### config.mk
export PLATFORM = sky130hd
export DESIGN_NAME = flash_seq
export DESIGN_NICKNAME = d
export VERILOG_FILES = /design/src/rtl/flash_seq_pkg.sv /design/src/rtl/flash_seq_regs.sv /design/src/rtl/flash_seq_fsm.sv /design/src/rtl/flash_seq.sv
export SDC_FILE = /design/constraint.sdc
export NUM_CORES = 1
export LEC_CHECK = 0
export BUFFER_PORTS_ARGS = -buffer_cell sky130_fd_sc_hd__buf_2
export CAP_MARGIN = 10
export CORE_ASPECT_RATIO = 0.7
export CORE_MARGIN = 10
export CORE_UTILIZATION = 30
export CTS_BUF_LIST = sky130_fd_sc_hd__clkbuf_8
export CTS_CLUSTER_SIZE = 24
export DETAILED_ROUTE_END_ITERATION = 8
export GPL_TIMING_DRIVEN = 0
export HOLD_SLACK_MARGIN = 0.15
export SLEW_MARGIN = 40
export SYNTH_ARGS = -nofsm -noshare
export SYNTH_HDL_FRONTEND = slang
export SYNTH_SLANG_ARGS = --single-unit
### constraint.sdc
create_clock -name clk -period 1.5 [get_ports clk]
set_input_delay 0 -clock clk [delete_from_list [all_inputs] [get_ports clk]]
set_output_delay 0 -clock clk [all_outputs]
set_load 0.1 [all_outputs]
### src/rtl/flash_seq_pkg.sv
package flash_seq_pkg;
    typedef enum logic [1:0] {
        ST_IDLE  = 2'd0,
        ST_ISSUE = 2'd1,
        ST_BUSY  = 2'd2,
        ST_HOLD  = 2'd3
    } seq_state_t;

    localparam logic [1:0] SEL_CMD  = 2'd0;
    localparam logic [1:0] SEL_PAGE = 2'd1;
    localparam logic [1:0] SEL_CTRL = 2'd2;
    localparam logic [1:0] SEL_BANK = 2'd3;

    localparam logic [7:0] CMD_PAGE = 8'h55;
    localparam logic [7:0] CMD_MASS = 8'hAA;
    localparam logic [7:0] CMD_END  = 8'h00;
endpackage

### src/rtl/flash_seq_regs.sv
module flash_seq_regs
    import flash_seq_pkg::*;
#(
    parameter int PAGE_W = 6,
    parameter int BANK_W = 3,
    localparam int PN_W  = PAGE_W + BANK_W
) (
    input  logic              clk,
    input  logic              rst_n,
    input  logic              wr_en,
    input  logic [1:0]        wr_sel,
    input  logic [PAGE_W-1:0] wr_low,
    input  logic              irq_en,
    input  logic              take_page,
    input  logic              take_mass,
    output logic [PN_W-1:0]   page_num,
    output logic              pg_armed,
    output logic              me_armed,
    output logic              pwe_q
);
    logic [PAGE_W-1:0] page_q;
    logic [BANK_W-1:0] bank_q;

    always_ff @(posedge clk) begin
        if (!rst_n) begin
            page_q   <= '0;
            bank_q   <= '0;
            pg_armed <= 1'b0;
            me_armed <= 1'b0;
            pwe_q    <= 1'b0;
        end else begin
            if (take_page) pg_armed <= 1'b0;
            if (take_mass) me_armed <= 1'b0;
            if (wr_en) begin
                unique case (wr_sel)
                    SEL_PAGE: begin
                        page_q   <= wr_low;
                        pg_armed <= 1'b1;
                    end
                    SEL_CTRL: begin
                        me_armed <= wr_low[1];
                        if (!irq_en) pwe_q <= wr_low[0];
                    end
                    SEL_BANK: bank_q <= wr_low[BANK_W-1:0];
                    default: ;
                endcase
            end
        end
    end

    assign page_num = {bank_q, page_q};

    AST_PWE_LOCKED: assert property (@(posedge clk) disable iff (!rst_n)
        irq_en |=> $stable(pwe_q));
    AST_PAGE_CONSUMED: assert property (@(posedge clk) disable iff (!rst_n)
        take_page |=> !pg_armed);
    AST_MASS_CONSUMED: assert property (@(posedge clk) disable iff (!rst_n)
        take_mass |=> !me_armed);
endmodule

### src/rtl/flash_seq_fsm.sv
module flash_seq_fsm
    import flash_seq_pkg::*;
#(
    parameter int DW   = 8,
    parameter int PN_W = 9
) (
    input  logic            clk,
    input  logic            rst_n,
    input  logic            cmd_wr,
    input  logic [DW-1:0]   cmd_data,
    input  logic            pg_armed,
    input  logic            me_armed,
    input  logic            dbg_en,
    input  logic            fl_done,
    input  logic [PN_W-1:0] page_num,
    output logic            take_page,
    output logic            take_mass,
    output logic            er_req,
    output logic            er_mass,
    output logic [PN_W-1:0] er_page,
    output logic            er_busy,
    output logic            er_open
);
    seq_state_t state_q, state_d;
    logic            mode_q;
    logic [PN_W-1:0] page_q;
    logic            is_page, is_mass, is_end;

    assign is_page = cmd_wr && (cmd_data == DW'(CMD_PAGE));
    assign is_mass = cmd_wr && (cmd_data == DW'(CMD_MASS));
    assign is_end  = cmd_wr && (cmd_data == DW'(CMD_END));

    always_comb begin
        state_d   = state_q;
        take_page = 1'b0;
        take_mass = 1'b0;
        unique case (state_q)
            ST_IDLE: begin
                if (is_page && pg_armed) begin
                    take_page = 1'b1;
                    state_d   = ST_ISSUE;
                end else if (is_mass && me_armed && dbg_en) begin
                    take_mass = 1'b1;
                    state_d   = ST_ISSUE;
                end
            end
            ST_ISSUE: state_d = ST_BUSY;
            ST_BUSY:  if (fl_done) state_d = ST_HOLD;
            ST_HOLD:  if (is_end) state_d = ST_IDLE;
            default:  state_d = ST_IDLE;
        endcase
    end

    always_ff @(posedge clk) begin
        if (!rst_n) begin
            state_q <= ST_IDLE;
            mode_q  <= 1'b0;
            page_q  <= '0;
        end else begin
            state_q <= state_d;
            if (take_page) begin
                mode_q <= 1'b0;
                page_q <= page_num;
            end else if (take_mass) begin
                mode_q <= 1'b1;
                page_q <= '0;
            end
        end
    end

    always_comb begin
        er_req  = 1'b0;
        er_busy = 1'b0;
        er_open = 1'b0;
        unique case (state_q)
            ST_IDLE:  ;
            ST_ISSUE: begin er_req = 1'b1; er_busy = 1'b1; er_open = 1'b1; end
            ST_BUSY:  begin er_busy = 1'b1; er_open = 1'b1; end
            ST_HOLD:  er_open = 1'b1;
            default:  ;
        endcase
        er_mass = mode_q;
        er_page = page_q;
    end

    AST_REQ_PULSE: assert property (@(posedge clk) disable iff (!rst_n)
        er_req |=> !er_req);
    AST_BUSY_TILL_DONE: assert property (@(posedge clk) disable iff (!rst_n)
        (state_q == ST_BUSY && !fl_done) |=> er_busy);
    AST_HOLD_OPEN: assert property (@(posedge clk) disable iff (!rst_n)
        (state_q == ST_HOLD && !is_end) |=> (state_q == ST_HOLD));
    AST_IDLE_ON_NOISE: assert property (@(posedge clk) disable iff (!rst_n)
        (state_q == ST_IDLE && !is_page && !is_mass) |=> (state_q == ST_IDLE));
endmodule

### src/rtl/flash_seq.sv
module flash_seq
    import flash_seq_pkg::*;
#(
    parameter int DW     = 8,
    parameter int AW     = 16,
    parameter int PAGE_W = 6,
    parameter int BANK_W = 3,
    localparam int PN_W  = PAGE_W + BANK_W
) (
    input  logic            clk,
    input  logic            rst_n,
    input  logic            wr_en,
    input  logic [1:0]      wr_sel,
    input  logic [DW-1:0]   wr_data,
    input  logic            dbg_en,
    input  logic            irq_en,
    input  logic            st_en,
    input  logic [AW-1:0]   st_addr,
    input  logic [DW-1:0]   st_data,
    input  logic            fl_done,
    output logic            er_req,
    output logic            er_mass,
    output logic [PN_W-1:0] er_page,
    output logic            er_busy,
    output logic            er_open,
    output logic            pwe,
    output logic            fl_we,
    output logic            ram_we,
    output logic [AW-1:0]   mem_addr,
    output logic [DW-1:0]   mem_data
);
    logic [PN_W-1:0] page_num;
    logic pg_armed, me_armed, take_page, take_mass, cmd_wr;

    assign cmd_wr = wr_en && (wr_sel == SEL_CMD);

    flash_seq_regs #(.PAGE_W(PAGE_W), .BANK_W(BANK_W)) regs_i (
        .clk(clk), .rst_n(rst_n), .wr_en(wr_en), .wr_sel(wr_sel),
        .wr_low(wr_data[PAGE_W-1:0]), .irq_en(irq_en),
        .take_page(take_page), .take_mass(take_mass),
        .page_num(page_num), .pg_armed(pg_armed), .me_armed(me_armed),
        .pwe_q(pwe)
    );

    flash_seq_fsm #(.DW(DW), .PN_W(PN_W)) fsm_i (
        .clk(clk), .rst_n(rst_n), .cmd_wr(cmd_wr), .cmd_data(wr_data),
        .pg_armed(pg_armed), .me_armed(me_armed), .dbg_en(dbg_en),
        .fl_done(fl_done), .page_num(page_num),
        .take_page(take_page), .take_mass(take_mass),
        .er_req(er_req), .er_mass(er_mass), .er_page(er_page),
        .er_busy(er_busy), .er_open(er_open)
    );

    assign fl_we    = st_en && pwe;
    assign ram_we   = st_en && !pwe;
    assign mem_addr = st_addr;
    assign mem_data = st_data;

    AST_PAGE_NEEDS_ARM: assert property (@(posedge clk) disable iff (!rst_n)
        $rose(er_req) && !er_mass |-> $past(pg_armed));
    AST_MASS_NEEDS_DBG: assert property (@(posedge clk) disable iff (!rst_n)
        $rose(er_req) && er_mass |-> ($past(dbg_en) && $past(me_armed)));
    AST_OPEN_COVERS_BUSY: assert property (@(posedge clk) disable iff (!rst_n)
        er_busy |-> er_open);
endmodule

==> results_dict.tcl, run 1 <==
set metrics [dict create \
    p_per_area_mw_per_mm2 887 \
    route.met2.wl_um 1630 \
    crit_family "flip-flops" \
    dieArea_mm2 0.00737 \
    cts_root_buf "clkbuf_8" \
    start_util_pct 32.0 \
    p_leak_nw 0.911 \
    rsz0062_at_grt "yes" \
    track_usage_pct 9.76 \
    ant_nets 0 \
    grt_max_degree 15 \
    coreArea_mm2 0.00404 \
    timing_worst_setup_path_type "register to register" \
    ir_worst_vdd_mv 0.636 \
    avgSynthCellArea_um2 9.78 \
    fin_crit_ns 1.46 \
    worstPathMaxFanout 4 \
    fillCellCount 399 \
    max_freq_ghz 0.686 \
    syn2layout_area_growth_pct 47.5 \
    grt_pass1_vias 1086 \
    drc 0 \
    numCtsBuffers 3 \
    crit_path_top_delay_cell "dfxtp_4" \
    final_core_util_pct 47.1 \
    placed_cell_area_mm2 0.00164 \
    cp-start-kind "register" \
    viasPerCell 4.44 \
    status "complete, no violations" \
    slew_headroom_pct 66.7 \
    synth.cell_area_mm2 0.00129 \
    layout_commonest_cell "buf_2" \
    grt_antenna_before_repair 0 \
    row_count 19 \
    vias 1151 \
    h-tree-depth 1 \
    synthCells 132 \
    ys_ff_latch 24 \
    period_share_pct 97.2 \
    hold_path_class "input port to register" \
    first_pass_iters 4 \
    clock_path_buffers 2 \
    arrival_ns 1.65 \
    timing.hold.ws_ns 0.175 \
    drive_gt1_share_pct 50.2 \
    hold_viol_final 0 \
    setup_violations 0 \
    cts_sinks 24 \
    cts_tree "done" \
    grt_pass1_wl_um 5890 \
    dp_worst_setup_slack_ns -0.178 \
    final_nets 254 \
    ioPinCount 81 \
    wl_per_cell_um 14.8 \
    maxCapViolCount 0 \
    hpwl_um 3000 \
    wl_met1_um 1820 \
    port_buffers 56 \
    tightest_slew_ns 0.497 \
    synth_cell_type_count 31 \
    path_buf_inv 3 \
    drtIter0Drc 56 \
    finClkSkew_ns 0.00339 \
    finalPower_mw 1.69 \
    die_y_um 74.9 \
    clkTransAtPathRegs_ns 0.09 \
    ys_seq_area_share_pct 37.2 \
    place_congestion 0.807 \
    cp.required_ns 1.70 \
    cpPeakStageDelay_ns 0.40 \
    die_w_um 98.4 \
    antenna_cells 0 \
    syn-num-nets 178 \
    layout_setup_ws_ns 0.0426 \
    cp_cell_sequence "inv_4, ha_4, inv_2, o21bai_1, a222oi_1, buf_4, mux2i_1" \
    met3_length_um 388 \
    final_max_slew_viol_count 0 \
    overflow 0 \
    final_cell_mix "buf_2 (56), buf_4 (28), dfxtp_1 (21), nor2b_1 (18), dlygate4sd3_1 (12)" \
    clkLatencyLatePin_ns 0.27 \
    wl_um 3850 \
    design_area_mm2 0.00190 \
    ys_warn_count 0 \
    top_layer "met4" \
    cp-end-kind "register" \
]
-- synthesized netlist by cell type --
master,instances,area [µm²]
nor4_1,1,6.26
nor3b_1,1,7.51
nor3b_2,1,12.5
a31oi_1,1,6.26
a21boi_0,3,22.5
clkbuf_1,2,7.51
and3_2,1,7.51
and2_1,1,6.26
dfxtp_1,24,480
o21bai_1,1,7.51
inv_1,5,18.8
o21ai_0,1,5.00
nor2_1,2,7.51
nor2b_1,19,119
a211o_1,1,8.76
nor4_4,1,21.3
nand4b_1,1,8.76
nand2_1,3,11.3
and4_1,2,17.5
mux2i_1,10,100
o211ai_2,1,12.5
buf_4,25,188
nand3_1,4,20.0
nand2b_1,1,6.26
a22oi_1,9,67.6
a222oi_1,1,10.0
o211a_1,1,10.0
ha_1,5,62.6
nand3b_1,2,15.0
and3_1,1,6.26
and4_4,1,11.3
-- worst register-to-register path, delay by kind of cell (launching register included) --
kind / cells / cell delay [ns]
adders and majority gates: 1 / 0.15
DFF: 1 / 0.40
buffers and inverters: 3 / 0.27
muxes: 1 / 0.17
AOI/OAI and AO/OA: 2 / 0.40
-- sequential cells by signal (all words and copies together), names as in the netlist --
name             count
regs_i.page_q        6
fsm_i.er_mass        1
fsm_i.state_q        2
regs_i.bank_q        3
fsm_i.er_page        9
regs_i.pg_armed      1
regs_i.me_armed      1
regs_i.pwe_q         1
-- metrics by stage --
stage / TNS, ns / std cells
2_1_floorplan: 0 / 132
3_3_place_gp: -0.285 / 240
3_5_place_dp: -0.296 / 240
4_1_cts: 0 / 257
5_1_grt: -0.0810 / 259
6_report: 0 / 259
-- cells by family after synthesis --
group	Yosys count	synth area share [%]
adders and majority gates	5	4.84
muxes	10	7.75
AOI/OAI and AO/OA	19	11.6
and+or+nand+nor	42	22.0
buffers and inverters	32	16.6
DFF	24	37.2
-- final timing paths --
check,start,end,slack [ns],cells past startpoint
setup / recovery,fsm_i.state_q[0],fsm_i.state_q[1],0.04,7
hold reg to reg,regs_i.pg_armed,regs_i.pg_armed,0.48,2
setup reg to reg,fsm_i.state_q[0],fsm_i.state_q[1],0.04,7
hold / removal,wr_en,regs_i.me_armed,0.18,4
-- where the power goes --
part           total [mW]  internal (mW)  leakage [nW]  switching (mW)
clock network       0.571          0.357        0.0357           0.214
logic               0.468          0.125         0.679           0.343
registers           0.650          0.644         0.196         0.00570
total                1.69           1.13         0.911           0.563
-- per-layer routing --
metal	vias up	track usage [%]
met2	54	14.7
met4	0	0.951
met5	-	0
li1	586	-
met1	509	13.0
met3	2	4.30
-- repair_timing --
action | CTS | global route
resized for setup | 3 | 11
setup endpoints to repair | 3 | 12
endpoints found under the hold margin | 14 | 0
hold buffers | 12 | 0
pin swaps | 1 | 4
buffers inserted | 1 | 2
gates cloned | 0 | 0
-- area by class of cell --
cell class	instances	area, µm²	share of cell area, %
tap	52	65.1	3.42
clock buffer	3	41.3	2.17
timing repair buffer	71	423	22.2
multi-input combinational	76	637	33.4
sequential	24	489	25.7
buffer	27	195	10.2
inverter	5	23.8	1.25
clock inverter	1	30.0	1.58
Note: power is estimated with default switching activity, not from simulation.
==> inputs of run 2 (changes only) <==
CORE_MARGIN = 1   (was 10)
PLACE_DENSITY = 0.71   (was not set)
==> results_dict.tcl, run 2 (synthesis gave the netlist of run 1 again) <==
set metrics [dict create \
    final_max_slew_viol_count 0 \
    hold_viol_final 0 \
    finClkSkew_ns 0.00229 \
    grt_pass1_wl_um 4890 \
    start_util_pct 32.1 \
    dp_worst_setup_slack_ns -0.214 \
    place_congestion 0.773 \
    row_count 19 \
    p_per_area_mw_per_mm2 798 \
    coreArea_mm2 0.00402 \
    r2r-start "fsm_i.state_q[1]" \
    r2r_setup_slack_ns 0.07 \
    arrival_ns 1.44 \
    wl_per_cell_um 12.5 \
    h-tree-depth 1 \
    startpoint "fsm_i.state_q[1]" \
    setup_violations 0 \
    hold_path_class "input port to register" \
    maxCapViolCount 0 \
    rsz0062_at_grt "yes" \
    overflow 0 \
    viasPerCell 4.49 \
    max_freq_ghz 0.696 \
    min_from "wr_sel[1]" \
    cp-start-kind "register" \
    drive_gt1_share_pct 50.7 \
    layout_commonest_cell "buf_2" \
    grt_antenna_before_repair 0 \
    period_share_pct 95.7 \
    ioPinCount 81 \
    largest_reg_flops 9 \
    crit_family "buffers and inverters" \
    grt_pass1_vias 998 \
    antenna_cells 0 \
    die_y_um 56.9 \
    worstPathMaxFanout 4 \
    final_core_util_pct 46.6 \
    cpPeakStageDelay_ns 0.41 \
    track_usage_pct 14.4 \
    hpwl_um 2300 \
    status "complete, no violations" \
    drc 0 \
    vias 1154 \
    crit_path_top_delay_cell "buf_2" \
    slew_headroom_pct 67.6 \
    die_w_um 80.4 \
    grt_max_degree 13 \
    numCtsBuffers 3 \
    cp-end-kind "output pin" \
    ir_worst_vdd_mv 0.391 \
    clkLatencyLatePin_ns 0.27 \
    final_nets 253 \
    p_leak_nw 0.889 \
    syn2layout_area_growth_pct 45.0 \
    cp.required_ns 1.50 \
    cts_root_buf "clkbuf_8" \
    ant_nets 0 \
    cts_sinks 24 \
    cp_cell_sequence "inv_4, buf_4, ha_2, inv_1, buf_2" \
    port_buffers 56 \
    layout_setup_ws_ns 0.0642 \
    first_pass_iters 4 \
    clock_path_buffers 2 \
    drtIter0Drc 70 \
    clkTransAtPathRegs_ns 0.08 \
    fin_crit_ns 1.44 \
    tightest_slew_ns 0.489 \
    timing_worst_setup_path_type "register to output pin" \
    dieArea_mm2 0.00457 \
    wl_um 3210 \
    path_buf_inv 4 \
    finalPower_mw 1.49 \
    final_cell_mix "buf_2 (55), buf_4 (29), dfxtp_1 (20), nor2b_1 (18), dlygate4sd3_1 (11)" \
    cts_tree "done" \
]
[run 2: per-layer routing]
metal | part of all wire (%) | up-vias | GRT usage, %
li1 | - | 581 | -
met1 | 47 | 529 | 19.0
met2 | 46 | 38 | 21.9
met3 | 6.1 | 6 | 5.04
met4 | 0.94 | 0 | 4.08
met5 | 0 | - | 0
[run 2: worst paths after layout]
kind / to / cells after the start
setup / recovery: er_open / 5
hold / removal: regs_i.me_armed / 4
setup reg to reg: fsm_i.state_q[1] / 7
hold reg to reg: regs_i.pg_armed / 2
[run 2: what timing repair did]
| action | CTS | global route |
|---|---|---|
| setup endpoints to repair | 12 | 6 |
| pin swaps | 1 | 4 |
| hold buffers | 11 | 0 |
| resized for setup | 6 | 11 |
| setup buffers | 1 | 2 |
| endpoints found under the hold margin | 14 | 0 |
[run 2: through the flow]
step | instance area, µm² | hold slack, ns | instances | TNS, ns
2_1_floorplan | 1300 | 0.137 | 132 | 0
3_3_place_gp | 1640 | 0.280 | 240 | -0.190
3_5_place_dp | 1640 | 0.300 | 240 | -0.348
4_1_cts | 1830 | 0.218 | 255 | 0
5_1_grt | 1870 | 0.259 | 257 | -0.0153
6_report | 1870 | 0.228 | 257 | 0
[run 2: layout make-up]
type / count / area, µm²
Buffer: 27 / 195
Tap cell: 52 / 65.1
Inverter: 5 / 23.8
Multi-Input combinational cell: 76 / 641
Sequential cell: 24 / 490
Clock buffer: 3 / 41.3
Timing Repair Buffer: 70 / 415
Fill cell: 417 / 2150
[run 2: where the power goes]
group	total (mW)	internal [mW]	leakage, nW	switching (mW)
registers	0.650	0.644	0.197	0.00564
logic	0.462	0.122	0.671	0.340
clock network	0.382	0.180	0.0216	0.202
total	1.49	0.946	0.889	0.548
[run 2: worst register-to-register path, cell delays in order, from the launching register on]
cell and delay [ns]:
dfxtp_4 0.39, inv_4 0.05, ha_4 0.16, inv_2 0.04, o21bai_1 0.05, a222oi_1 0.31, buf_4 0.18, mux2i_1 0.18
